--- config.mk ---
export PLATFORM = sky130hd
export DESIGN_NAME = stride_dma_agen
export DESIGN_NICKNAME = d
export VERILOG_FILES = /design/src/rtl/sdma_pkg.sv /design/src/rtl/sdma_fsm.sv /design/src/rtl/sdma_count.sv /design/src/rtl/sdma_step.sv /design/src/rtl/stride_dma_agen.sv
export SDC_FILE = /design/constraint.sdc
export NUM_CORES = 1
export LEC_CHECK = 0
export ABC_AREA = 1
export BUFFER_PORTS_ARGS = -buffer_cell sky130_fd_sc_hd__buf_2
export CAP_MARGIN = 20
export CORE_ASPECT_RATIO = 0.8
export CORE_MARGIN = 2
export CORE_UTILIZATION = 26
export CTS_CLUSTER_DIAMETER = 40
export DETAILED_ROUTE_END_ITERATION = 12
export PLACE_DENSITY = 0.46
export REMOVE_ABC_BUFFERS = 1
export SLEW_MARGIN = 30
export SYNTH_ARGS = -nofsm -noshare
export SYNTH_HDL_FRONTEND = slang
export SYNTH_SLANG_ARGS = --single-unit
--- constraint.sdc ---
create_clock -name clk -period 7.18 [get_ports clk]
set_clock_uncertainty 0.1 [all_clocks]
set_input_delay 0.359 -clock clk [delete_from_list [all_inputs] [get_ports clk]]
set_output_delay 0.359 -clock clk [all_outputs]
set_load 0.1 [all_outputs]
--- src/rtl/sdma_pkg.sv ---
package sdma_pkg;

    localparam int unsigned QW_BYTES = 16;

    typedef enum logic [1:0] {
        ST_IDLE = 2'd0,
        ST_RUN  = 2'd1,
        ST_FIN  = 2'd2
    } sdma_state_e;

    typedef enum logic {
        DIR_TO_MAIN = 1'b0,
        DIR_TO_SCR  = 1'b1
    } sdma_dir_e;

    // Length of the next chunk: a zero or oversize request takes all that is left.
    function automatic logic [31:0] chunk_len(input logic [31:0] req, input logic [31:0] left);
        if (req == 32'd0 || req > left)
            return left;
        return req;
    endfunction

endpackage

--- src/rtl/sdma_fsm.sv ---
module sdma_fsm
    import sdma_pkg::*;
(
    input  logic clk,
    input  logic rst,
    input  logic start_i,
    input  logic total_zero_i,
    input  logic fire_i,
    input  logic last_i,
    output logic load_o,
    output logic valid_o,
    output logic done_o
);

    sdma_state_e state_q, state_d;

    assign load_o  = start_i && (state_q == ST_IDLE);
    assign valid_o = (state_q == ST_RUN);
    assign done_o  = (state_q == ST_FIN);

    always_comb begin
        state_d = state_q;
        unique case (state_q)
            ST_IDLE: if (load_o) state_d = total_zero_i ? ST_FIN : ST_RUN;
            ST_RUN:  if (fire_i && last_i) state_d = ST_FIN;
            ST_FIN:  state_d = ST_IDLE;
            default: state_d = ST_IDLE;
        endcase
    end

    always_ff @(posedge clk) begin
        if (rst) state_q <= ST_IDLE;
        else     state_q <= state_d;
    end

    // done never lasts two cycles
    assert_done_pulse_R10: assert property (@(posedge clk) disable iff (rst)
        done_o |=> !done_o);

    // empty transfer finishes on the next cycle
    assert_zero_total_R9: assert property (@(posedge clk) disable iff (rst)
        (load_o && total_zero_i) |=> (done_o && !valid_o));

    // a non-empty start always presents a beat next
    assert_start_run_R1: assert property (@(posedge clk) disable iff (rst)
        (load_o && !total_zero_i) |=> valid_o);

endmodule

--- src/rtl/sdma_count.sv ---
module sdma_count
    import sdma_pkg::*;
#(
    parameter int unsigned CNT_W = 16
) (
    input  logic             clk,
    input  logic             rst,
    input  logic             load_i,
    input  logic [CNT_W-1:0] total_i,
    input  logic [CNT_W-1:0] req_now_i,
    input  logic [CNT_W-1:0] req_hold_i,
    input  logic             fire_i,
    output logic [CNT_W-1:0] rem_o,
    output logic             last_o,
    output logic             chunk_end_o
);

    localparam logic [CNT_W-1:0] ONE = CNT_W'(1);

    logic [CNT_W-1:0] rem_q;
    logic [CNT_W-1:0] left_q;
    logic [CNT_W-1:0] rem_next;

    assign rem_next    = rem_q - ONE;
    assign rem_o       = rem_q;
    assign last_o      = (rem_q == ONE);
    assign chunk_end_o = (left_q == ONE);

    always_ff @(posedge clk) begin
        if (rst) begin
            rem_q  <= '0;
            left_q <= '0;
        end else if (load_i) begin
            rem_q  <= total_i;
            left_q <= CNT_W'(chunk_len(32'(req_now_i), 32'(total_i)));
        end else if (fire_i) begin
            rem_q <= rem_next;
            if (chunk_end_o)
                left_q <= CNT_W'(chunk_len(32'(req_hold_i), 32'(rem_next)));
            else
                left_q <= left_q - ONE;
        end
    end

    // a chunk is never empty nor longer than what remains
    assert_chunk_live_R2: assert property (@(posedge clk) disable iff (rst)
        (rem_q != '0) |-> (left_q != '0 && left_q <= rem_q));

endmodule

--- src/rtl/sdma_step.sv ---
module sdma_step
    import sdma_pkg::*;
#(
    parameter int unsigned W = 32
) (
    input  logic         clk,
    input  logic         rst,
    input  logic         load_i,
    input  logic [W-1:0] base_i,
    input  logic         fire_i,
    input  logic         chunk_end_i,
    input  logic [W-1:0] gap_bytes_i,
    output logic [W-1:0] addr_o
);

    localparam logic [W-1:0] STEP = W'(QW_BYTES);

    logic [W-1:0] addr_q;
    logic [W-1:0] extra;

    assign extra  = chunk_end_i ? gap_bytes_i : '0;
    assign addr_o = addr_q;

    always_ff @(posedge clk) begin
        if (rst)
            addr_q <= '0;
        else if (load_i)
            addr_q <= base_i;
        else if (fire_i)
            addr_q <= addr_q + STEP + extra;
    end

endmodule

--- src/rtl/stride_dma_agen.sv ---
module stride_dma_agen
    import sdma_pkg::*;
#(
    parameter int unsigned CNT_W   = 16,
    parameter int unsigned MADDR_W = 32,
    parameter int unsigned SADDR_W = 14
) (
    input  logic               clk,
    input  logic               rst,
    input  logic               start_i,
    input  logic               dir_i,
    input  logic [CNT_W-1:0]   total_qw_i,
    input  logic [CNT_W-1:0]   chunk_qw_i,
    input  logic [CNT_W-1:0]   skip_qw_i,
    input  logic [MADDR_W-1:0] main_base_i,
    input  logic [SADDR_W-1:0] scr_base_i,
    output logic               beat_valid_o,
    input  logic               beat_ready_i,
    output logic [MADDR_W-1:0] beat_main_addr_o,
    output logic [SADDR_W-1:0] beat_scr_addr_o,
    output logic               beat_dir_o,
    output logic [CNT_W-1:0]   remain_qw_o,
    output logic               done_o
);

    localparam logic [MADDR_W-1:0] M_STEP = MADDR_W'(QW_BYTES);
    localparam logic [SADDR_W-1:0] S_STEP = SADDR_W'(QW_BYTES);

    typedef struct packed {
        sdma_dir_e        dir;
        logic [CNT_W-1:0] chunk;
        logic [CNT_W-1:0] skip;
    } sdma_cfg_t;

    sdma_cfg_t          cfg_q;
    logic               load;
    logic               fire;
    logic               last;
    logic               chunk_end;
    logic [MADDR_W-1:0] gap_bytes;

    assign fire       = beat_valid_o && beat_ready_i;
    assign gap_bytes  = MADDR_W'({skip_hold_ext(cfg_q.skip), 4'h0});
    assign beat_dir_o = cfg_q.dir;

    function automatic logic [CNT_W-1:0] skip_hold_ext(input logic [CNT_W-1:0] s);
        return s;
    endfunction

    always_ff @(posedge clk) begin
        if (rst)
            cfg_q <= '{dir: DIR_TO_MAIN, chunk: '0, skip: '0};
        else if (load)
            cfg_q <= '{dir: sdma_dir_e'(dir_i), chunk: chunk_qw_i, skip: skip_qw_i};
    end

    sdma_fsm u_fsm (
        .clk          (clk),
        .rst          (rst),
        .start_i      (start_i),
        .total_zero_i (total_qw_i == '0),
        .fire_i       (fire),
        .last_i       (last),
        .load_o       (load),
        .valid_o      (beat_valid_o),
        .done_o       (done_o)
    );

    sdma_count #(.CNT_W(CNT_W)) u_count (
        .clk         (clk),
        .rst         (rst),
        .load_i      (load),
        .total_i     (total_qw_i),
        .req_now_i   (chunk_qw_i),
        .req_hold_i  (cfg_q.chunk),
        .fire_i      (fire),
        .rem_o       (remain_qw_o),
        .last_o      (last),
        .chunk_end_o (chunk_end)
    );

    sdma_step #(.W(MADDR_W)) u_main (
        .clk         (clk),
        .rst         (rst),
        .load_i      (load),
        .base_i      (main_base_i),
        .fire_i      (fire),
        .chunk_end_i (chunk_end),
        .gap_bytes_i (gap_bytes),
        .addr_o      (beat_main_addr_o)
    );

    sdma_step #(.W(SADDR_W)) u_scr (
        .clk         (clk),
        .rst         (rst),
        .load_i      (load),
        .base_i      (scr_base_i),
        .fire_i      (fire),
        .chunk_end_i (1'b0),
        .gap_bytes_i ('0),
        .addr_o      (beat_scr_addr_o)
    );

    // a stalled beat keeps its contents
    assert_hold_R7: assert property (@(posedge clk) disable iff (rst)
        (beat_valid_o && !beat_ready_i) |=> (beat_valid_o && $stable(beat_main_addr_o)
            && $stable(beat_scr_addr_o) && $stable(remain_qw_o) && $stable(beat_dir_o)));

    // scratch side is packed
    assert_scr_step_R4: assert property (@(posedge clk) disable iff (rst)
        (fire && !last) |=> (beat_scr_addr_o == $past(beat_scr_addr_o) + S_STEP));

    // main side inside a chunk
    assert_main_step_R5: assert property (@(posedge clk) disable iff (rst)
        (fire && !last && !chunk_end) |=> (beat_main_addr_o == $past(beat_main_addr_o) + M_STEP));

    // main side jumps over the gap between chunks
    assert_main_gap_R6: assert property (@(posedge clk) disable iff (rst)
        (fire && !last && chunk_end) |=> (beat_main_addr_o == $past(beat_main_addr_o) + M_STEP + gap_bytes));

    // remaining count is zero when done
    assert_rem_zero_R8: assert property (@(posedge clk) disable iff (rst)
        done_o |-> (remain_qw_o == '0));

    // no beat offered in the done cycle
    assert_no_beat_done_R1: assert property (@(posedge clk) disable iff (rst)
        done_o |-> !beat_valid_o);

    // last accepted beat is followed by done
    assert_last_done_R10: assert property (@(posedge clk) disable iff (rst)
        (fire && last) |=> done_o);

    // a start during a transfer does not disturb it
    assert_start_busy_R11: assert property (@(posedge clk) disable iff (rst)
        (beat_valid_o && start_i && !(fire && last)) |=> (beat_valid_o && remain_qw_o <= $past(remain_qw_o)));

    // direction held across beats
    assert_dir_stable_R12: assert property (@(posedge clk) disable iff (rst)
        (fire && !last) |=> $stable(beat_dir_o));

endmodule

# Word-level counts from Yosys, hierarchy flattened
# Index checks and enable logic that the tools add are counted.
# word_totals
latch_bits	0
out_inout_bits	65
mem_count	0
ff_bits	113
romBits	0
elab_cells	58
ram_bits	0
# classes
bitwise	0
addsub	5
reduce_logical	11
n_mul	0
magnitude_cmp	2
eq_ne	6
n_shift	0
mux	26
div	0
# op_table
op	count
2-to-1 mux 16 bit	9
2-to-1 mux 32 bit	2
zero test 16 bit	3
adder 32 bit	1
adder 32 x 5 -> 32 bit (second input constant)	1
== test 16 x 1 -> 1 bit (second input constant)	2
greater-than comparator 16 bit	2
subtractor 16 x 1 -> 16 bit (second input constant)	2
2-to-1 mux 14 bit	2
2-to-1 mux 20 bit	1
adder 14 x 5 -> 14 bit (second input constant)	1
2-to-1 mux 1 bit	8
2-to-1 mux 2 bit	3
one-hot mux 2 bit (2 select lines)	1
logical AND 1 bit	3
== test 2 x 1 -> 1 bit (second input constant)	1
== test 2 bit (second input constant)	1
zero test 2 bit	1
logical OR 1 bit	2
inequality test 2 x 1 -> 1 bit (second input constant)	1
inequality test 2 bit (second input constant)	1
AND reduction 2 bit	1
nonzero test 2 bit	1

# Depth between registers and ports, before layout
# depth
ltp_word	12
ltp_mapped	24
ltp_nobuf	23

# By module
# From an unflattened synthesis, not the netlist that was laid out.
# unflattened
cells_unflattened	1808
area_unflattened_um2	11010.6
# modules_own_cells
module	area_per_inst_um2	n_inst	cells_per_inst	seq_area_each_um2
sdma_step at u_main	4172.8	1	724	640.6
sdma_count	3732.3	1	630	640.6
sdma_step at u_scr	1594.0	1	258	280.3
stride_dma_agen	1392.6	1	174	660.6
sdma_fsm	118.9	1	22	40.0

# Least setup slack after synthesis
# Ideal clock, no wire load.
# synth_timing
kind	register -> register
startpoint	register u_count.rem_q[0] (netlist: u_count.rem_o[0])
endpoint	register u_count.left_q[0]
path_stages_with_launch	25
setup_slack_ns	3.482
arrival_time_ns	3.489
n_path_buf	1
setup_ns	0.109
path_cell_list	dfxtp_1 -> inv_1 -> ha_1 -> nand2_2 -> nor3_1 -> or2_2 -> nand2_1 -> inv_1 -> ha_1 -> nand2_1 -> nor2_1 -> o21ai_0 -> nand3_1 -> nand2_1 -> nand2_1 -> nand2_2 -> nand2_4 -> inv_2 -> buf_6 -> nand2_1 -> nand3_1 -> nand2_1 -> nand3_1 -> nand2_1 -> inv_1
# synth_between
elab_chain_cells	12
elab_cells_between_ends	13
classes_between	add/sub: 1; order compare: 1; mux: 10; reduce/logical: 1
# synth_lines
item	line_no	source
from (decl)	sdma_count.sv:20	logic [CNT_W-1:0] rem_q;
from (signal assigned)	sdma_count.sv:34	rem_q <= total_i;
from (signal assigned)	sdma_count.sv:37	rem_q <= rem_next;
subtractor 16 x 1 -> 16 bit *	sdma_count.sv:24	assign rem_next = rem_q - ONE;
greater-than comparator 16 bit	sdma_pkg.sv:18	if (req == 32'd0 || req > left)
logical OR 1 bit	sdma_pkg.sv:18	
2-to-1 mux 1 bit	sdma_pkg.sv:18	
2-to-1 mux 1 bit	sdma_count.sv:38	if (chunk_end_o)
2-to-1 mux 1 bit	sdma_count.sv:36	end else if (fire_i) begin
2-to-1 mux 1 bit	sdma_count.sv:33	end else if (load_i) begin
2-to-1 mux 1 bit	sdma_count.sv:30	if (rst) begin
2-to-1 mux 16 bit *	sdma_pkg.sv:20	return req;
2-to-1 mux 16 bit *	sdma_count.sv:38	
2-to-1 mux 16 bit *	sdma_count.sv:36	
2-to-1 mux 16 bit *	sdma_count.sv:33	
to (signal assigned)	sdma_count.sv:35	left_q <= CNT_W'(chunk_len(32'(req_now_i), 32'(total_i)));
to (signal assigned)	sdma_count.sv:39	left_q <= CNT_W'(chunk_len(32'(req_hold_i), 32'(rem_next)));
to (signal assigned)	sdma_count.sv:41	left_q <= left_q - ONE;
to (decl)	sdma_count.sv:21	logic [CNT_W-1:0] left_q;
# Every way passes the cells marked *; elsewhere a longest branch is shown, timed or not. The select of a mux whose other input is x is not followed.
# A chain may end at the register's enable or synchronous reset.

# Final worst setup path
# layout_timing
startpoint	register u_count.left_q[1]
endpoint	register u_main.addr_q[19] (netlist: u_main.addr_o[19])
# layout_between
elab_chain_cells	5
# layout_lines
item	line_no	source
== test 16 x 1 -> 1 bit	sdma_count.sv:27	assign chunk_end_o = (left_q == ONE);
2-to-1 mux 20 bit	sdma_step.sv:21	assign extra = chunk_end_i ? gap_bytes_i : '0;
adder 32 bit	sdma_step.sv:30	addr_q <= addr_q + STEP + extra;
2-to-1 mux 32 bit	sdma_step.sv:29	else if (fire_i)
2-to-1 mux 32 bit	sdma_step.sv:27	else if (load_i)
to (signal assigned)	sdma_step.sv:28	addr_q <= base_i;
to (signal assigned)	sdma_step.sv:30	
to (decl)	sdma_step.sv:18	logic [W-1:0] addr_q;
# Every way passes these cells. The select of a mux whose other input is x is not followed.

==> impl_metrics.csv <==
group,metric,value,unit
status,outcome,"completed",
pwr,power_density,257,nW/um^2
clocking,cts_inserted_buffers,17,
worst_setup_path,required,7.36,ns
drt,via_per_inst,4.77,
global_routing,grt_pass1_wl,48300,um
hold_path,hold_path_class,"in2reg",
finish,regArea,2260,um^2
logic_synthesis,synthSimpleGateAreaFrac,0.308,
sta,drv_slew,0,
logic_synthesis,synth-edff-count,0,
sta,hold_violations,0,
placed_design,dpl.hpwl,23300,um
global_routing,grt_max_degree,69,
floorplan,io_pins,164,
logic_synthesis,synth_commonest_cells,"nand2_1 (280), inv_1 (175), nor2_1 (130), dfxtp_1 (113), o21ai_0 (109)",
logic_synthesis,synth-async-reset-ratio,0,
worst_setup_path,worstPathArrival,4.54,ns
worst_setup_path,criticalPathCategory,"reg2reg",
global_routing,grt_pass1_vias,8406,
logic_synthesis,yosysSeqAreaShare,0.268,
drt,routed_wl,31600,um
finish,multi_input_area,5250,um^2
finish,fill_cells,3592,
logic_synthesis,synthCells,1307,
sta,layout_min_cycle_time,4.36,ns
logic_synthesis,synth_area,8450,um^2
logic_synthesis,ys.flop_type,"dfxtp_1",
clocking,cts_hold_buf,0,
sta,tns,0,ns
finish,final_layout_size_suffix_gt1_frac,0.173,
logic_synthesis,yosys.area_share.xor_xnor,0.0259,
clocking,clockRootBuffer,"clkbuf_16",
logic_synthesis,yosysWarnings,0,
worst_setup_path,endpoint_kind,"flop",
global_routing,antenna_found_initial,1,
floorplan,core_area,32300,um^2
clocking,clk_latency,0.43,ns
finish,nets,1610,
pwr,irDropWorstVdd,0.000135,V
logic_synthesis,ys_ff_latch,113,
finish,antennaDiodeCount,0,
clocking,clk_pin_slew_worst_paths,0.06,ns
floorplan,die_area,34000,um^2
sta,hold_ws,0.0824,ns
drt,drt_iter0_drc,636,
floorplan,die_x,206,um
clocking,cts_tree,"yes",
sta,maxSlewHeadroom,0.398,
logic_synthesis,yosys-top-cells-area,"dfxtp_1 (27%), nand2_1 (12%), ha_1 (10%), inv_1 (7.8%), o21ai_0 (6.5%)",
logic_synthesis,yosysTopAreaCell,"dfxtp_1",
logic_synthesis,synth_top_area_share,0.268,
drt,ant_nets,0,
worst_setup_path,reg2regPathDepth,18,
clocking,clock_sinks,113,
drt,dr_total_vias,8972,
clocking,cts_htree_levels,4,
job,max_cap_violations,0,
sta,timing.final.crit_share,0.607,
global_routing,grt_use_total,0.187,
clocking,clock_path_buffers,2,
logic_synthesis,synth_area_per_cell,6.47,um^2
placed_design,io_buffers,163,
logic_synthesis,yosysUniqueCellTypes,54,
sta,rsz0062_at_grt,"false",
logic_synthesis,synth_compound_area_frac,0.181,
logic_synthesis,synth.most_common_cell,"nand2_1",
hold_path,hold_path_depth,3,
drt,wl_per_cell,16.8,um
placed_design,place.gp.congestion,0.845,
sta,setup_viol,0,
worst_setup_path,cp_max_fo,22,
sta,worst_pin_slew,0.894,ns
drt,drtPass1Iterations,5,
clocking,post_cts_buffers,0,
pwr,p_leak,4.97,nW
clocking,ctsResizeCount,0,
global_routing,grt_overflow_total,0,
logic_synthesis,synthMuxAreaShare,0,
sta,max_freq,0.229,GHz
floorplan,initial_core_util,0.262,
worst_setup_path,worst_setup_path_start_kind,"flop",
floorplan,row_count,59,
logic_synthesis,synth_top_family_by_area,"simple AND/OR/NAND/NOR gates",
finish,area.growth.synth_to_final,20.4,%
floorplan,fp.dieH,165,um
logic_synthesis,synth-adder-area-share,0.104,
drt,drc,0,
==> where the power goes <==
group	leakage [nW]	internal [W]	switching (W)	total [W]
logic	3.76	0.000255	0.000744	0.000998
clock network	0.278	0.000525	0.000327	0.000852
registers	0.933	0.000695	0.0000722	0.000768
==> per-layer routing <==
layer | track usage | wire, um
met1 | 0.280 | 16500
met2 | 0.279 | 13000
met3 | 0.0328 | 1860
met4 | 0.0366 | 221
met5 | 0 | 0
==> cell usage in the layout (no fill, tap or decap), drive strengths merged, types with 4 or more instances in the layout <==
master  instances
nor3           17
nor4           16
a21boi          4
xnor2           6
nand3b         12
nand2         286
nand3          87
xor2           19
a22o            4
clkbuf         21
buf           169
clkinv          7
nand4          19
or2             8
a31oi          34
dfxtp         113
ha             69
o21bai          7
a21oi          96
inv           183
nor2          141
o21ai         111
==> final timing paths <==
path,startpoint,to,slack (ns)
worst min-delay path,scr_base_i[7],u_scr.addr_o[7],0.08
worst min register to register,cfg_q[11],cfg_q[11],0.36
worst max-delay path,u_count.left_q[1],u_main.addr_o[19],2.82
worst max register to register,u_count.left_q[1],u_main.addr_o[19],2.82
==> critical path, cell delays in order, from the launching register on <==
cell	delay, ns
dfxtp_1	0.32
inv_1	0.09
ha_1	0.21
nand4_1	0.16
nor3_4	0.68
inv_4	0.28
nor2_1	0.17
ha_1	0.24
ha_1	0.23
fa_1	0.49
nand3_1	0.11
nand3_1	0.13
a21boi_2	0.26
o21ai_0	0.19
a21oi_1	0.20
xor2_1	0.16
nand2_1	0.06
nand2_1	0.08
a21oi_1	0.05
==> cells by family after synthesis <==
group	after synthesis
compound gates	272
xor+xnor	25
fa+ha+maj	70
buf+inv	238
flops	113
simple gates	589
==> layout make-up <==
class / instances / area share
clock buffers: 21 / 0.0452
clock inverters: 11 / 0.0111
inverters: 184 / 0.0685
multi-input cells: 956 / 0.516
flip-flops and latches: 113 / 0.222
well taps: 427 / 0.0525
repair buffers: 169 / 0.0846
==> registers in the layout, summed over array words and instances, names as in the netlist <==
register,cells
cfg_q,32
u_main.addr_o,32
u_count.left_q,16
u_count.rem_o,16
u_scr.addr_o,14
u_fsm.state_q,2
beat_dir_o,1
==> metrics by stage <==
| stage | total power, W | std cells | cell area [um^2] | setup WS, ns | utilization |
|---|---|---|---|---|---|
| 4_1_cts | 0.00264 | 1881 | 10200 | 2.81 | 0.315 |
| 6_report | 0.00262 | 1881 | 10200 | 2.82 | 0.315 |
| 2_1_floorplan | 0.00150 | 1253 | 8190 | 3.23 | - |
| 3_5_place_dp | 0.00178 | 1849 | 9600 | 2.82 | 0.298 |
| 3_3_place_gp | 0.00177 | 1849 | 9600 | 2.94 | 0.297 |
| 5_1_grt | 0.00279 | 1881 | 10200 | 2.44 | 0.315 |
No activity file was read; power rests on OpenSTA's default activity.
